**config.mk**
```make
export PLATFORM = sky130hd
export DESIGN_NAME = bcd_digit_counter
export DESIGN_NICKNAME = d
export VERILOG_FILES = /design/src/rtl/bcd_ctr_pkg.sv /design/src/rtl/bcd_ctrl_decode.sv /design/src/rtl/bcd_next_value.sv /design/src/rtl/bcd_tc_detect.sv /design/src/rtl/bcd_digit_counter.sv
export SDC_FILE = /design/constraint.sdc
export NUM_CORES = 1
export LEC_CHECK = 0
export ABC_AREA = 1
export ABC_CLOCK_PERIOD_IN_PS = 1700
export CAP_MARGIN = 0
export CORE_AREA = 2 2 39 41
export CTS_BUF_LIST = sky130_fd_sc_hd__clkbuf_4
export CTS_CLUSTER_DIAMETER = 120
export DETAILED_ROUTE_END_ITERATION = 7
export DIE_AREA = 0 0 41 43
export DONT_BUFFER_PORTS = 1
export PLACE_DENSITY_LB_ADDON = 0.05
export SYNTH_ARGS = -nofsm -noshare
export SYNTH_HDL_FRONTEND = slang
export SYNTH_SLANG_ARGS = --single-unit
export TNS_END_PERCENT = 5
```
**constraint.sdc**
```tcl
create_clock -name clk -period 1.7 [get_ports clk]
set_clock_uncertainty 0.2 [all_clocks]
set_input_delay 0.255 -clock clk [delete_from_list [all_inputs] [get_ports clk]]
set_output_delay 0.255 -clock clk [all_outputs]
set_load 0.02 [all_outputs]
```
**src/rtl/bcd_ctr_pkg.sv**
```systemverilog
// Shared types for the BCD digit counter.
// Assumes: consumers import the package; the action encoding is internal only.
package bcd_ctr_pkg;

    // Edge action chosen for the digit register.
    typedef enum logic [1:0] {
        ACT_HOLD  = 2'd0,
        ACT_CLEAR = 2'd1,
        ACT_LOAD  = 2'd2,
        ACT_COUNT = 2'd3
    } ctr_action_e;

endpackage

```
**src/rtl/bcd_ctrl_decode.sv**
```systemverilog
// Priority decoder: turns the raw control inputs into one edge action.
// Assumes: clear outranks load, load outranks counting, and counting needs
// both enables.
module bcd_ctrl_decode
    import bcd_ctr_pkg::*;
(
    input  logic        clr,
    input  logic        load,
    input  logic        en_a,
    input  logic        en_b,
    output ctr_action_e action
);

    // Priority selection of the action for the next edge.
    always_comb begin
        if (clr)
            action = ACT_CLEAR;
        else if (load)
            action = ACT_LOAD;
        else if (en_a && en_b)
            action = ACT_COUNT;
        else
            action = ACT_HOLD;
    end

endmodule

```
**src/rtl/bcd_next_value.sv**
```systemverilog
// Next-value generator for one digit.
// Assumes: LAST_VAL is the final value of the sequence; any value at or
// above LAST_VAL wraps to zero when counting.
module bcd_next_value
    import bcd_ctr_pkg::*;
#(
    parameter int CNT_W    = 4,
    parameter int LAST_VAL = 9
) (
    input  ctr_action_e      action,
    input  logic [CNT_W-1:0] cur,
    input  logic [CNT_W-1:0] load_val,
    output logic [CNT_W-1:0] nxt
);

    localparam logic [CNT_W-1:0] LAST = CNT_W'(LAST_VAL);
    localparam logic [CNT_W-1:0] ONE  = CNT_W'(1);

    // Increment with wrap; out-of-range values fall back to zero.
    logic [CNT_W-1:0] stepped;
    always_comb begin
        stepped = (cur >= LAST) ? '0 : cur + ONE;
    end

    // Choose the value the register takes at the next edge.
    always_comb begin
        unique case (action)
            ACT_CLEAR: nxt = '0;
            ACT_LOAD:  nxt = load_val;
            ACT_COUNT: nxt = stepped;
            default:   nxt = cur;
        endcase
    end

endmodule

```
**src/rtl/bcd_tc_detect.sv**
```systemverilog
// Terminal-count detector producing the enable-gated carry.
// Assumes: the carry feeds both enables of the next digit on the same clock.
module bcd_tc_detect #(
    parameter int CNT_W    = 4,
    parameter int LAST_VAL = 9
) (
    input  logic [CNT_W-1:0] cur,
    input  logic             en_a,
    input  logic             en_b,
    output logic             carry
);

    localparam logic [CNT_W-1:0] LAST = CNT_W'(LAST_VAL);

    // Carry only when at the final value and counting is enabled.
    always_comb begin
        carry = (cur == LAST) && en_a && en_b;
    end

endmodule

```
**src/rtl/bcd_digit_counter.sv**
```systemverilog
// One cascadable synchronous decimal digit.
// Assumes: one shared clock, a synchronous active-low reset, and chaining by
// wiring carry to both enables of the next digit.
module bcd_digit_counter
    import bcd_ctr_pkg::*;
#(
    parameter int CNT_W    = 4,
    parameter int LAST_VAL = 9
) (
    input  logic             clk,
    input  logic             rst_n,
    input  logic             clr,
    input  logic             load,
    input  logic [CNT_W-1:0] load_val,
    input  logic             en_a,
    input  logic             en_b,
    output logic [CNT_W-1:0] count,
    output logic             carry
);

    localparam logic [CNT_W-1:0] LAST = CNT_W'(LAST_VAL);
    localparam logic [CNT_W-1:0] ONE  = CNT_W'(1);

    ctr_action_e      action;
    logic [CNT_W-1:0] nxt;
    logic [CNT_W-1:0] cnt_q;

    bcd_ctrl_decode u_decode (
        .clr    (clr),
        .load   (load),
        .en_a   (en_a),
        .en_b   (en_b),
        .action (action)
    );

    bcd_next_value #(.CNT_W(CNT_W), .LAST_VAL(LAST_VAL)) u_next (
        .action   (action),
        .cur      (cnt_q),
        .load_val (load_val),
        .nxt      (nxt)
    );

    bcd_tc_detect #(.CNT_W(CNT_W), .LAST_VAL(LAST_VAL)) u_tc (
        .cur   (cnt_q),
        .en_a  (en_a),
        .en_b  (en_b),
        .carry (carry)
    );

    // Digit register: synchronous reset, otherwise takes the selected value.
    always_ff @(posedge clk) begin
        if (!rst_n)
            cnt_q <= '0;
        else
            cnt_q <= nxt;
    end

    assign count = cnt_q;

    // reset forces zero.
    assert_reset_zero_R1: assert property (@(posedge clk)
        !rst_n |=> count == '0);

    // clear wins over everything else.
    assert_clear_zero_R2: assert property (@(posedge clk) disable iff (!rst_n)
        clr |=> count == '0);

    // load presets the value.
    assert_load_value_R3: assert property (@(posedge clk) disable iff (!rst_n)
        (!clr && load) |=> count == $past(load_val));

    // enabled step below the final value.
    assert_step_one_R4: assert property (@(posedge clk) disable iff (!rst_n)
        (!clr && !load && en_a && en_b && count < LAST)
        |=> count == $past(count) + ONE);

    // wrap from the final value.
    assert_wrap_zero_R5: assert property (@(posedge clk) disable iff (!rst_n)
        (!clr && !load && en_a && en_b && count == LAST) |=> count == '0);

    // either enable low holds the value.
    assert_hold_R6: assert property (@(posedge clk) disable iff (!rst_n)
        (!clr && !load && !(en_a && en_b)) |=> $stable(count));

    // a carry without clear or load is followed by zero.
    assert_carry_wrap_R7: assert property (@(posedge clk) disable iff (!rst_n)
        (carry && !clr && !load) |=> count == '0);

    // out-of-range values recover to zero.
    assert_range_recover_R8: assert property (@(posedge clk) disable iff (!rst_n)
        (!clr && !load && en_a && en_b && count > LAST) |=> count == '0);

endmodule

```
Word level (Yosys, flattened, before mapping)
Index checks and enable logic that the tools add are counted.
- output and inout bits: 5
- bits in read-only memories: 0
- latch bits: 0
- memories kept: 0
- flip-flop bits (word level): 4
- memory bits (writable): 0
- word-level logic and storage cells: 16
- bits of input ports: 10
- multipliers: 0
- $add $sub $neg: 1
- eq/ne operators: 4
- bitwise operators: 0
- $lt $le $gt $ge: 1
- reductions and logical operators: 4
- multiplexer cells: 5
- div/mod/pow operators: 0
- shifts and indexed selects: 0
- operators with widths (operator ; count):
    $pmux W4 S3 ; 1
    $mux W2 ; 3
    $add A4 B1 Y4 const B ; 1
    $eq A2 B2 Y1 const B ; 2
    $eq A4 B4 Y1 const B ; 1
    $ge A4 B4 Y1 const B ; 1
    $mux W4 ; 1
    $logic_and A1 B1 Y1 ; 3
    $reduce_bool A3 Y1 ; 1
    $eq A2 B1 Y1 const B ; 1

Depth between registers and ports, before layout
- depth after elaboration: 6
- mapped depth: 7
- depth with buffers taken out: 7

By module
From an unflattened synthesis, not the netlist that was laid out.
- cell total of the unflattened synthesis: 66
- area, all modules: 381.6 um^2
- by module, submodules not included (module ; times used ; seq. area each (um^2) ; cells an instance ; area each (um^2)):
    bcd_next_value ; 1 ; 0.0 ; 42 ; 212.7
    bcd_digit_counter ; 1 ; 80.1 ; 12 ; 110.1
    bcd_tc_detect ; 1 ; 0.0 ; 8 ; 35.0
    bcd_ctrl_decode ; 1 ; 0.0 ; 4 ; 23.8

Worst setup path after synthesis
No wires, ideal clock.
- kind: reg2out
- from: reg cnt_q[0] (netlist: count[0])
- to: out carry
- stages on the path, launching flop included: 4
- path buffers: 0
- slack: -0.045 ns
- required time: 1.245 ns
- arrival: 1.290 ns
- cells stage by stage: dfxtp_1 -> ha_1 -> nand2_1 -> nor3_1
- cells in the longest elaborated chain, start to end: 3
- ends and longest elaborated chain (item ; line ; text):
    start: declaration ; bcd_digit_counter.sv:26 ; logic [CNT_W-1:0] cnt_q;
    start signal: assignment ; bcd_digit_counter.sv:55 ; cnt_q <= nxt;
    $eq A4 B4 Y1 ; bcd_tc_detect.sv:17 ; carry = (cur == LAST) && en_a && en_b;
    $logic_and A1 B1 Y1 (2 in series) ; bcd_tc_detect.sv:17 ;
    end: declaration ; bcd_digit_counter.sv:18 ; output logic carry
Every way passes these cells.

Worst setup path in the final report
Same ends and word-level chain as after synthesis.

==> results.toml <==
[outcome]
status = "finished, final reports clean"

[synthesis]
ys_seq_elements = 4
synth.yosys.seq_area_share_pct = 24.8
postSynthCellCount = 51
synthSimpleGateAreaFrac_pct = 40.3
yosys_warnings = 0
synthMuxAreaShare_pct = 0
syn_nets = 64
mappedNetlistArea_sq_um = 323
ys_types = 12
synth_top_family_by_area = "simple AND/OR/NAND/NOR gates"
post_synth_xor_xnor_area_pct = 2.71
syn_area_per_cell_sq_um = 6.33
synth_fa_ha_area_share_pct = 11.6
synth_compound_gate_area_share_pct = 7.75

[route]
detail_route.wl_per_cell_um = 10.5
antenna_violating_nets_post_route = 0
drc_violations = 0
first_pass_iters = 2
detailroute.via_count = 322
dr.first_iter.drc_count = 3
detail_route.vias_per_cell = 4.29
finalWirelength_um = 791

[global_routing]
met3_usage_pct = 3.14
grt_first_pass_wirelength_um = 1220
globalRoute.busiestLayer = "met2"
use_met2_pct = 15.6
grt.met1_usage_pct = 11.9
grt_pass1_vias = 316
antenna_found_initial = 0
groute.usage.overall_pct = 10.8
sum_of_overflow_across_all_layers_after_global_routing = 0
pin_count_of_the_biggest_net_entering_global_routing = 7

[critical_path]
critical-path-slowest-cell = "dfxtp_1"
cp-start-kind = "flip-flop"
crit_path_max_incr_delay_ps = 380
worst_ep_required_time_ps = 1240
crit_chain = "ha_1 > nand2_1 > nor3_2 > buf_4"
worstSetupEndpointType = "primary output"
critical_path_peak_fanout = 4
setup.worst_path.class = "flip-flop to primary output"
reg2regPathDepth = 7
timing.critical_path.arrival_ps = 1140

[placed_design]
dp_hpwl_um = 637
gp_routability_congestion = 0.741
dp_slack_ps = 313
place.port_buffers = 0

[power]
pwr_density_cell_nw_per_um2 = 644
totalPowerFinal_uw = 263
p_leak_nw = 0.198
ir_drop_mv = 0.227

[final_layout]
area.growth.synth_to_final_pct = 26.4
layout.filler_cells = 155
drive_above_1_share_pct = 22.0
flip_flop_count_of_the_largest_register_all_copies_and_words_added = 4
antenna-diode-count = 0
design.final.nets = 74

[floorplan]
design.portCount = 15
die-area_sq_um = 1760
initial_utilization_pct = 23.3
die-height_um = 43
floorplan.rows = 14
fp.dieW_um = 41
core_area_sq_um = 1380

[run]
drv.max_cap_violation_count = 0

[clock_network]
h-tree-depth = 1
path_clk_slew_ps = 40
clockRootBuffer = "clkbuf_4"
postCtsSetupBuffers = 0
cts_sinks = 4
tritoncts = "yes"
cts-hold-fix-buffers = 0
clock_latency_on_the_worst_skew_pair_ps = 240
number_of_buffers_inserted_during_clock_tree_synthesis = 3
cts-resized-gates = 0
clk_path_buf_depth = 2

[timing]
hold_viol = 0
final.period_utilization_pct = 93.8
fmax_mhz = 627
setup_repair_after_global_routing_missed_its_margin = "no"
setup_viol_count_final = 0
timing.final.crit_period_ps = 1600
max_slew_headroom_pct = 82.6
finalMaxSlewViolations = 0
finalSetupTns_ps = 0
setup_slack_ps = 105
tightest_slew_ps = 261

[min_path]
holdCritPathClass = "input pin to flip-flop"
worst_hold_path.num_cells = 2
-- metal layers --
| layer | wire, um | part of all wire (%) |
|---|---|---|
| met5 | 0 | 0 |
| met4 | 27 | 3.4 |
| met3 | 73 | 9.2 |
| met2 | 320 | 40 |
| met1 | 369 | 47 |
-- power breakdown --
part | switching [mW] | total (mW) | internal, mW
logic | 0.0239 | 0.0377 | 0.0138
registers | 0.00428 | 0.102 | 0.0978
clock network | 0.0435 | 0.123 | 0.0793
-- path summary, 6_finish.rpt --
kind                            startpoint       end  slack [ps]
worst min-delay path                 rst_n  count[2]          10
worst max register to register    count[1]  count[3]         340
worst max-delay path              count[0]     carry         100
worst min register to register    count[0]  count[0]         410
-- synthesized netlist by cell type --
library cell  instances  area, sq um
a21oi_1               5         25.0
dfxtp_1               4         80.1
ha_1                  3         37.5
inv_1                11         41.3
nand2_1              16         60.1
nand3_1               5         25.0
nand3_2               1         10.0
nand4_1               1         6.26
nor2_2                2         12.5
nor2_4                1         11.3
nor3_1                1         5.00
xor2_1                1         8.76
-- area by class of cell --
cell class / instances / area, sq um / area share (%)
multi-input combinational: 36 / 206 / 50.6
inverter: 11 / 41.3 / 10.1
sequential: 4 / 80.1 / 19.6
tap: 16 / 20.0 / 4.91
clock buffer: 3 / 22.5 / 5.52
timing repair buffer: 5 / 37.5 / 9.20
-- layout by cell type (no fill, tap or decap) --
cell type	synthesis	routed
buf_4	0	5
ha_1	3	3
a21oi_1	5	5
dfxtp_1	4	4
nor2_4	1	1
nor2_2	2	2
nand2_1	16	16
nand4_1	1	1
nand3_1	5	5
clkbuf_4	0	3
xor2_1	1	1
nand3_2	1	1
inv_1	11	11
nor3_2	0	1
-- critical path: cells and delay by family, from the launching register on --
kind                     cells  cell delay (ps)
flip-flops                   1              380
buffers and inverters        1              160
AND/OR/NAND/NOR              2              210
adder cells (fa/ha/maj)      1              160
-- metrics by stage --
stage / utilization [%] / instance area [sq um] / hold WS [ps] / std cells
after CTS: 29.5 / 408 / 4.13 / 75
after global placement: 27.8 / 385 / 259 / 72
final: 29.5 / 408 / 10.3 / 75
after detailed placement: 27.8 / 385 / 252 / 72
after floorplan: - / 328 / 226 / 51
after global routing: 29.5 / 408 / 26.5 / 75
-- cells by family (layout without fill, tap and decap cells) --
| kind of cell | Yosys count | count (layout) |
|---|---|---|
| AOI/OAI and AO/OA | 5 | 5 |
| xor gates and xnor gates | 1 | 1 |
| adders and majority gates | 3 | 3 |
| buffers and inverters | 11 | 19 |
| DFF | 4 | 4 |
| and+or+nand+nor | 27 | 27 |
No activity file was read; power rests on OpenSTA's default activity.
